--- src/rtl/das_pkg.sv ---
package das_pkg;

  typedef enum logic [1:0] {
    CLS_UNICAST   = 2'd0,
    CLS_MULTICAST = 2'd1,
    CLS_BROADCAST = 2'd2
  } dest_class_e;

  // One byte through a reflected CRC, least significant bit first.
  function automatic logic [31:0] crc_refl_byte(input logic [31:0] cur,
                                                input logic [7:0]  dat,
                                                input logic [31:0] poly);
    logic [31:0] c;
    c = cur ^ {24'd0, dat};
    for (int b = 0; b < 8; b++) begin
      if (c[0]) c = (c >> 1) ^ poly;
      else      c = c >> 1;
    end
    return c;
  endfunction

endpackage

--- src/rtl/das_addr_collect.sv ---
module das_addr_collect #(
  parameter int ADDR_BYTES = 6
) (
  input  logic                    clk,
  input  logic                    rst,
  input  logic                    sof,
  input  logic                    byte_vld,
  input  logic [7:0]              byte_dat,
  output logic                    take,
  output logic                    take_first,
  output logic                    done,
  output logic [ADDR_BYTES*8-1:0] addr
);
  localparam int CW = $clog2(ADDR_BYTES + 1);
  localparam logic [CW-1:0] FULL = CW'(ADDR_BYTES);
  localparam logic [CW-1:0] LAST = CW'(ADDR_BYTES - 1);

  logic [CW-1:0] cnt;
  logic          start;
  logic          more;
  logic [CW-1:0] idx;

  assign start      = sof & byte_vld;
  assign more       = byte_vld & ~sof & (cnt < FULL);
  assign idx        = start ? '0 : cnt;
  assign take       = start | more;
  assign take_first = start;

  always_ff @(posedge clk) begin
    if (rst) begin
      cnt  <= FULL;
      done <= 1'b0;
    end else begin
      done <= 1'b0;
      if (start) begin
        cnt  <= CW'(1);
        done <= (ADDR_BYTES == 1);
      end else if (more) begin
        cnt <= cnt + CW'(1);
        if (cnt == LAST) done <= 1'b1;
      end
    end
  end

  // One byte lane per address byte; each loads when the count points at it.
  for (genvar g = 0; g < ADDR_BYTES; g++) begin : g_lane
    always_ff @(posedge clk) begin
      if (rst) begin
        addr[g*8 +: 8] <= '0;
      end else if (take && idx == CW'(g)) begin
        addr[g*8 +: 8] <= byte_dat;
      end
    end
  end

endmodule

--- src/rtl/das_crc_accum.sv ---
module das_crc_accum #(
  parameter logic [31:0] POLY      = 32'hEDB88320,
  parameter int          HASH_BITS = 6,
  parameter int          HASH_LSB  = 23
) (
  input  logic                 clk,
  input  logic                 rst,
  input  logic                 take,
  input  logic                 take_first,
  input  logic [7:0]           byte_dat,
  output logic [HASH_BITS-1:0] hash_idx
);
  import das_pkg::*;

  logic [31:0] crc_q;
  logic [31:0] seed;

  // A new frame restarts the running value from all ones.
  assign seed = take_first ? 32'hFFFF_FFFF : crc_q;

  always_ff @(posedge clk) begin
    if (rst) begin
      crc_q <= 32'hFFFF_FFFF;
    end else if (take) begin
      crc_q <= crc_refl_byte(seed, byte_dat, POLY);
    end
  end

  assign hash_idx = ~crc_q[HASH_LSB +: HASH_BITS];

endmodule

--- src/rtl/das_verdict.sv ---
module das_verdict #(
  parameter int ADDR_BYTES = 6,
  parameter int HASH_BITS  = 6
) (
  input  logic                    clk,
  input  logic                    rst,
  input  logic                    frame_start,
  input  logic                    addr_done,
  input  logic [ADDR_BYTES*8-1:0] addr,
  input  logic [HASH_BITS-1:0]    hash_idx,
  input  logic [ADDR_BYTES*8-1:0] station,
  input  logic [(2**HASH_BITS)/2-1:0] hash_lo,
  input  logic [(2**HASH_BITS)/2-1:0] hash_hi,
  input  logic                    en_uni,
  input  logic                    en_mcast_all,
  input  logic                    en_bcast,
  input  logic                    en_hash,
  input  logic                    en_exact,
  output logic                    verdict_vld,
  output logic                    verdict_acc
);
  import das_pkg::*;

  localparam int SEL_BITS = HASH_BITS - 1;

  dest_class_e cls;
  logic        bin_hit;
  logic        uni_ok;
  logic        accept;
  logic [SEL_BITS-1:0] bit_sel;

  always_comb begin
    if (&addr)        cls = CLS_BROADCAST;
    else if (addr[0]) cls = CLS_MULTICAST;
    else              cls = CLS_UNICAST;
  end

  // Top index bit picks the table word, the rest the bit within it.
  assign bit_sel = hash_idx[SEL_BITS-1:0];
  assign bin_hit = hash_idx[HASH_BITS-1] ? hash_hi[bit_sel] : hash_lo[bit_sel];
  assign uni_ok  = en_uni & en_exact & (addr == station);

  always_comb begin
    unique case (cls)
      CLS_BROADCAST: accept = en_bcast;
      CLS_MULTICAST: accept = en_mcast_all | (en_hash & bin_hit);
      default:       accept = uni_ok;
    endcase
  end

  // Issuing a verdict wins over the clear from a start on the same edge.
  always_ff @(posedge clk) begin
    if (rst) begin
      verdict_vld <= 1'b0;
      verdict_acc <= 1'b0;
    end else if (addr_done) begin
      verdict_vld <= 1'b1;
      verdict_acc <= accept;
    end else if (frame_start) begin
      verdict_vld <= 1'b0;
    end
  end

endmodule

--- src/rtl/dest_addr_screen.sv ---
module dest_addr_screen #(
  parameter int          ADDR_BYTES = 6,
  parameter int          HASH_BITS  = 6,
  parameter int          HASH_LSB   = 23,
  parameter logic [31:0] CRC_POLY   = 32'hEDB88320
) (
  input  logic        clk,
  input  logic        rst,
  input  logic        sof,
  input  logic        byte_vld,
  input  logic [7:0]  byte_dat,
  input  logic [31:0] sta_lo,
  input  logic [ADDR_BYTES*8-33:0] sta_hi,
  input  logic [(2**HASH_BITS)/2-1:0] hash_lo,
  input  logic [(2**HASH_BITS)/2-1:0] hash_hi,
  input  logic        en_uni,
  input  logic        en_mcast_all,
  input  logic        en_bcast,
  input  logic        en_hash,
  input  logic        en_exact,
  output logic        verdict_vld,
  output logic        verdict_acc
);
  localparam int ADDR_W = ADDR_BYTES * 8;

  logic                 frame_take;
  logic                 frame_start;
  logic                 addr_done;
  logic [ADDR_W-1:0]    addr_bus;
  logic [HASH_BITS-1:0] hash_idx;
  logic [ADDR_W-1:0]    station;

  assign station = {sta_hi, sta_lo};

  das_addr_collect #(.ADDR_BYTES(ADDR_BYTES)) u_collect (
    .clk        (clk),
    .rst        (rst),
    .sof        (sof),
    .byte_vld   (byte_vld),
    .byte_dat   (byte_dat),
    .take       (frame_take),
    .take_first (frame_start),
    .done       (addr_done),
    .addr       (addr_bus)
  );

  das_crc_accum #(.POLY(CRC_POLY), .HASH_BITS(HASH_BITS), .HASH_LSB(HASH_LSB)) u_crc (
    .clk        (clk),
    .rst        (rst),
    .take       (frame_take),
    .take_first (frame_start),
    .byte_dat   (byte_dat),
    .hash_idx   (hash_idx)
  );

  das_verdict #(.ADDR_BYTES(ADDR_BYTES), .HASH_BITS(HASH_BITS)) u_verdict (
    .clk          (clk),
    .rst          (rst),
    .frame_start  (frame_start),
    .addr_done    (addr_done),
    .addr         (addr_bus),
    .hash_idx     (hash_idx),
    .station      (station),
    .hash_lo      (hash_lo),
    .hash_hi      (hash_hi),
    .en_uni       (en_uni),
    .en_mcast_all (en_mcast_all),
    .en_bcast     (en_bcast),
    .en_hash      (en_hash),
    .en_exact     (en_exact),
    .verdict_vld  (verdict_vld),
    .verdict_acc  (verdict_acc)
  );

endmodule

--- config.mk ---
export PLATFORM = sky130hd
export DESIGN_NAME = dest_addr_screen
export DESIGN_NICKNAME = d
export VERILOG_FILES = /design/src/rtl/das_pkg.sv /design/src/rtl/das_addr_collect.sv /design/src/rtl/das_crc_accum.sv /design/src/rtl/das_verdict.sv /design/src/rtl/dest_addr_screen.sv
export SDC_FILE = /design/constraint.sdc
export NUM_CORES = 1
export LEC_CHECK = 0
export CAP_MARGIN = 20
export CORE_UTILIZATION = 30
export CTS_BUF_LIST = sky130_fd_sc_hd__clkbuf_8
export DETAILED_ROUTE_END_ITERATION = 10
export DONT_BUFFER_PORTS = 1
export PLACE_DENSITY = 0.53
export SETUP_SLACK_MARGIN = 0.02
export SLEW_MARGIN = 20
export SYNTH_ARGS = -nofsm -noshare
export SYNTH_HDL_FRONTEND = slang
export SYNTH_SLANG_ARGS = --single-unit
--- constraint.sdc ---
create_clock -name clk -period 3.9 [get_ports clk]
set_input_delay 0.78 -clock clk [delete_from_list [all_inputs] [get_ports clk]]
set_output_delay 0.78 -clock clk [all_outputs]
set_load 0.01 [all_outputs]
# Word level (Yosys, flattened, before mapping)
# Index checks and enable logic that the tools add are counted.
dict set report op_classes {
  n_addsub 1
  order_cmp 2
  eq_ne 9
  muxes 37
  bitwise 20
  reduce_logical 11
}
# operator n
set op_table {}
lappend op_table {{32-bit two-way mux} 23}
lappend op_table {{13-bit inverter with 14-bit output} 8}
lappend op_table {{48-bit equality test} 1}
lappend op_table {{48-bit AND reduction} 1}
lappend op_table {{32-bit by 8-bit bitwise XOR with 32-bit output} 1}
lappend op_table {{1-bit binary-select mux with 5-bit select} 2}
lappend op_table {{3-bit equality test (second input constant)} 3}
lappend op_table {{3-bit two-way mux} 3}
lappend op_table {{1-bit two-way mux} 7}
lappend op_table {{1-bit bitwise AND} 6}
lappend op_table {{3-bit by 2-bit equality test with 1-bit output (second input constant)} 2}
lappend op_table {{1-bit logical AND} 6}
lappend op_table {{5-bit by 6-bit < comparator with 1-bit output (second input constant)} 1}
lappend op_table {{6-bit inverter} 1}
lappend op_table {{2-bit nonzero test} 2}
lappend op_table {{3-bit by 1-bit adder with 3-bit output (second input constant)} 1}
lappend op_table {{3-bit by 1-bit equality test with 1-bit output (second input constant)} 1}
lappend op_table {{3-bit logical NOT} 1}
lappend op_table {{3-bit < comparator (second input constant)} 1}
lappend op_table {{3-bit OR reduction} 1}
lappend op_table {{2-bit by 1-bit equality test with 1-bit output (second input constant)} 1}
lappend op_table {{2-bit equality test (second input constant)} 1}
lappend op_table {{2-bit two-way mux} 1}
lappend op_table {{1-bit inverter} 2}
lappend op_table {{2 further kinds} 3}
dict set report totals {
  reg_bits 86
  output_inout_bits 2
}

# Logic depth before layout (Yosys ltp)
dict set report logic_depth {
  depth_word 33
  ltp_mapped 9
  mapped_depth_nobuf 6
}

# Modules after synthesis
# From an unflattened synthesis, not the netlist that was laid out.
dict set report hier_totals {
  hier_cells 590
  area_unflattened_um2 5650.4
}
# module n_inst cells_each area_each_um2 seq_area_each_um2
set modules_own_cells {}
lappend modules_own_cells {das_crc_accum 1 255 2280.9 640.6}
lappend modules_own_cells {das_addr_collect 1 197 2042.0 1041.0}
lappend modules_own_cells {das_verdict 1 138 1327.5 40.0}

# Worst setup path after synthesis
# Ideal clock, no wire load.
dict set report synth_path {
  path_kind {in2reg}
  start {input byte_dat[0]}
  end {register u_crc.crc_q[18]}
  setup_time_ns 0.122
  t_arrival_ns 2.150
  setup_slack_ns 1.628
  stages 6
  path_cell_list {buf_4 xor2_1 a21oi_1 nor2_2 xnor3_1 a221o_1}
}
dict set report synth_between {
  elab_chain_len 23
}
# element line_no
set synth_rtl {}
lappend synth_rtl {{start: declaration} dest_addr_screen.sv:11} ;# input logic [7:0] byte_dat,
lappend synth_rtl {{32-bit by 8-bit bitwise XOR with 32-bit output} das_pkg.sv:14} ;# c = cur ^ {24'd0, dat};
lappend synth_rtl {{32-bit two-way mux} das_pkg.sv:16} ;# if (c[0]) c = (c >> 1) ^ poly;
lappend synth_rtl {{32-bit two-way mux} das_crc_accum.sv:24} ;# end else if (take) begin
lappend synth_rtl {{32-bit two-way mux} das_crc_accum.sv:22} ;# if (rst) begin
lappend synth_rtl {{32-bit two-way mux} das_pkg.sv:16}
lappend synth_rtl {{32-bit two-way mux} das_crc_accum.sv:24}
lappend synth_rtl {{32-bit two-way mux} das_crc_accum.sv:22}
lappend synth_rtl {{32-bit two-way mux} das_pkg.sv:16}
lappend synth_rtl {{(+7 left out)} -}
lappend synth_rtl {{32-bit two-way mux} das_crc_accum.sv:22}
lappend synth_rtl {{32-bit two-way mux} das_pkg.sv:16}
lappend synth_rtl {{32-bit two-way mux} das_crc_accum.sv:24}
lappend synth_rtl {{32-bit two-way mux} das_crc_accum.sv:22}
lappend synth_rtl {{32-bit two-way mux} das_pkg.sv:16}
lappend synth_rtl {{32-bit two-way mux} das_crc_accum.sv:24}
lappend synth_rtl {{32-bit two-way mux} das_crc_accum.sv:22}
lappend synth_rtl {{32-bit two-way mux} das_pkg.sv:16}
lappend synth_rtl {{end signal: assignment} das_crc_accum.sv:25} ;# crc_q <= crc_refl_byte(seed, byte_dat, POLY);
lappend synth_rtl {{end: declaration} das_crc_accum.sv:15} ;# logic [31:0] crc_q;
# No other way between the ends. The select of a mux whose other input is x is not followed.
# A chain may end at the register's enable or synchronous reset.

# Worst setup path in the final report
dict set report layout_path {
  start {register u_crc.crc_q[23]}
  end {register u_verdict.verdict_acc}
}
dict set report layout_between {
  elab_chain_len 7
  word_cells_on_any_way 9
}
# element line_no
set layout_rtl {}
lappend layout_rtl {{6-bit inverter *} das_crc_accum.sv:29} ;# assign hash_idx = ~crc_q[HASH_LSB +: HASH_BITS];
lappend layout_rtl {{1-bit binary-select mux with 5-bit select} das_verdict.sv:40} ;# assign bin_hit = hash_idx[HASH_BITS-1] ? hash_hi[bit_sel] : hash_lo[bit_sel];
lappend layout_rtl {{1-bit two-way mux (implied by the code)} das_verdict.sv:40}
lappend layout_rtl {{1-bit two-way mux *} das_verdict.sv:40}
lappend layout_rtl {{1-bit bitwise AND *} das_verdict.sv:46} ;# CLS_MULTICAST: accept = en_mcast_all | (en_hash & bin_hit);
lappend layout_rtl {{1-bit OR *} das_verdict.sv:46}
lappend layout_rtl {{1-bit case mux with 2 select lines *} das_verdict.sv:44} ;# unique case (cls)
lappend layout_rtl {{end signal: assignment} das_verdict.sv:58} ;# verdict_acc <= accept;
lappend layout_rtl {{end: declaration} das_verdict.sv:20} ;# output logic verdict_acc
# Every way passes the cells marked *; elsewhere a longest branch is shown, timed or not. The select of a mux whose other input is x is not followed.

==> impl_results.md <==
- Crit path time final: 2.68 ns
- Via density: 5.15
- Crit. Startpoint: u_crc.crc_q[23]
- LEAKAGE: 0.00255 uW
- Setup TNS: 0 ns
- Final count of hold timing violations: 0
- Dpl ws: 1.10 ns
- Mux cell area share after synthesis: 16.2%
- Main combinational cell family by area after synthesis: XOR/XNOR gates
- Initial Util: 30.6%
- Seq/Total Area, Yosys: 28.9%
- DR DRC count: 0
- Critical Path End: u_verdict.verdict_acc
- M3 GR Usage: 2.88%
- CP required: 4.15 ns
- Slew Limit Fails: 0
- Total track usage: 16.4%
- First-pass GRT wire length: 25200 um
- Cells after Synth: 648
- Routability Congestion: 0.848
- Post-route clock period utilization: 68.6%
- Root Driver: clkbuf_8
- CP arrival: 2.93 ns
- Synth Area in Compound Gates: 10.3%
- Share of layout cells above drive strength 1: 8.91%
- Die area: 20400 sq um
- Top_reg_cell synth: dfxtp_1
- Fin Clk Skew: 0.0165 ns
- Area Growth Syn to Fin: 4.06%
- Via Count: 4546
- Antenna viol nets, final: 0
- Worst Path Max Fanout: 15
- Ports: 131
- Hold buffer count at CTS: 0
- Gates resized, CTS repair: 0
- Final setup vio count: 0
- Initial DRC count: 305
- Top cell type's share of synthesized area: 28.9%
- M1 GR Usage: 22.1%
- Hpwl dp: 12200 um
- TritonCTS clock tree: built
- Asr flop ratio synth: 0%
- Worst-path clk slew: 0.10 ns
- Worst r2r src: u_crc.crc_q[23]
- Initial antenna violation count: 0
- Unrepaired setup endpoints after global routing: no
- Worst Hold Class: in -> reg
- Net count after synthesis: 779
- Pre-Repair DR Iteration Count: 5
- Row count: 51
- Synth area leader: dfxtp_1
- Ys Warns: 0
- Status: complete, no violations
- H-tree depth: 3
- Max-Cap Viols: 0
- Detailed Route WL: 16600 um
- Worst-case reg-to-reg path depth: 6
- Avg WL per Cell: 18.8 um
- Power density over the cells: 436 nW/um^2
- Grt ovf: 0
- I/O Buffers: 0
- Layer with the highest usage: met2
- Clk Latency, worst-skew pair: 0.38 ns
- Synthesis-stage register bit count: 86
- Number of global-route vias before repair: 4333
- Top achievable clock speed: 374 MHz
- Kind of critical path: reg -> reg
- Slew headroom: 40.8%
- Post-synth EDFFs: 0
- CTS Buf Count: 9
- Largest net degree at the start of global routing: 61
- Die width: 143 um
- Worst reg2reg setup slack: 1.22 ns
- Worst Tran Pin Value: 0.887 ns
- Top post-synthesis cells by area: dfxtp_1 (29%), xor2_1 (9.6%), mux2i_1 (9.1%), nor2_1 (6.5%), xnor2_1 (6.5%)
- Die Y: 143 um
- CP Capture Type: flip-flop
- Reg-to-reg endpoint: u_verdict.verdict_acc
- Synth Area in Adders: 0.421%
- CP startpoint kind: flip-flop
- Synth Area in XOR/XNOR: 22.1%
- CTS Buffer Depth: 2
- Postcts setup bufs: 0
- Fill count: 2001
- Inserted Diodes: 0
- Fin worst setup slack: 1.22 ns
- Post-synthesis cell type count: 64
- GRT met2 Usage: 26.3%
- Final net count: 743
- Core Area: 19500 sq um
- Synth Area in Simple Gates: 17.1%
- Mean Syn Cell Area: 9.18 sq um
- CTS Sinks: 86
- Peak supply drop: 0.118 mV
- Mapped cell area: 5950 sq um
[sequential cells by signal (all words and copies together) (netlist names)]
| signal | count |
|---|---|
| u_collect.addr | 48 |
| u_crc.crc_q | 32 |
| u_collect.cnt | 3 |
| u_collect.done | 1 |
| u_verdict.verdict_acc | 1 |
| u_verdict.verdict_vld | 1 |
[critical path, stage by stage, from the launching register on]
cell,delay [ns]
dfxtp_1,0.82
mux4_1,0.66
mux4_2,0.49
nand2_1,0.08
o21ai_1,0.06
a32oi_1,0.31
o2bb2ai_1,0.14
[where the power goes]
part / switching (uW) / internal [uW]
Sequential: 160 / 953
Combinational: 451 / 559
Clock: 347 / 228
Total: 958 / 1740
[per-layer routing]
metal,wire [um],up-vias
li1,-,2210
met1,7720,2185
met2,7660,139
met3,985,12
met4,201,0
met5,0,-
[through the flow]
step	cell area, sq um	utilization (%)	cells	total power, uW	hold WS [ns]
2_1_floorplan	5950	-	648	2000	0.459
3_3_place_gp	6020	31.0	866	2140	0.494
3_5_place_dp	6020	31.0	866	2140	0.498
4_1_cts	6190	31.8	882	2710	0.460
5_1_grt	6190	31.8	882	2860	0.464
6_report	6190	31.8	882	2700	0.481
[placed cells by master (no fill, tap or decap), types with 3 or more instances in the layout]
cell      synthesis  final
xor2_1           65     65
dfxtp_1          86     86
o21ai_1           7      7
mux4_2           13     13
buf_4             7      4
xnor3_1          10     10
nand2_1          33     33
o21ai_0           8      8
nand3_1           8      8
xnor2_1          44     44
nand4_1          16     16
mux4_1            4      4
a21oi_1          27     27
xnor2_2           4      4
o211ai_1         14     14
a22oi_1           3      3
clkbuf_8          0      9
a31oi_1           4      4
nor2_1          103    103
or3_1             3      3
inv_1             2      4
o22ai_1           9      9
nor3_1            6      6
nor4_1           16     16
nor4b_1           4      4
a211oi_1          6      6
and3_1            4      4
mux2i_1          54     54
[worst min-delay path by stage]
stage / startpoint / end / slack (ns) / cells after the start
after floorplan: u_collect.done / u_verdict.verdict_vld / 0.46 / 2
after global placement: u_crc.crc_q[15] / u_crc.crc_q[15] / 0.49 / 2
after detailed placement: u_crc.crc_q[31] / u_crc.crc_q[31] / 0.50 / 2
after CTS: rst / u_collect.addr[2] / 0.46 / 1
after global routing: rst / u_collect.addr[2] / 0.46 / 1
final: rst / u_collect.addr[3] / 0.48 / 1
[cell type report]
type	count	area [sq um]	area share [%]
clock inverter	7	42.5	0.687
timing repair buffer	4	30.0	0.485
inverter	3	11.3	0.182
clock buffer	9	124	2.00
multi-input combinational	508	3930	63.5
tap	265	332	5.36
sequential	86	1720	27.8
[synthesized netlist by cell type (9+ instances only)]
cell / number
o22ai_1: 9
nor4_1: 16
dfxtp_1: 86
mux4_2: 13
nand4_1: 16
nand2_1: 33
o211ai_1: 14
xnor2_1: 44
nor2_1: 103
mux2i_1: 54
clkbuf_1: 19
xor2_1: 65
buf_2: 16
a21oi_1: 27
xnor3_1: 10
[logic make-up after synthesis]
kind of cell | Yosys count
xor gates and xnor gates | 126
muxes | 73
DFF | 86
AOI/OAI and AO/OA | 94
and+or+nand+nor | 213
buffers and inverters | 54
adders and majority gates | 2
No activity file was read; power rests on OpenSTA's default activity.
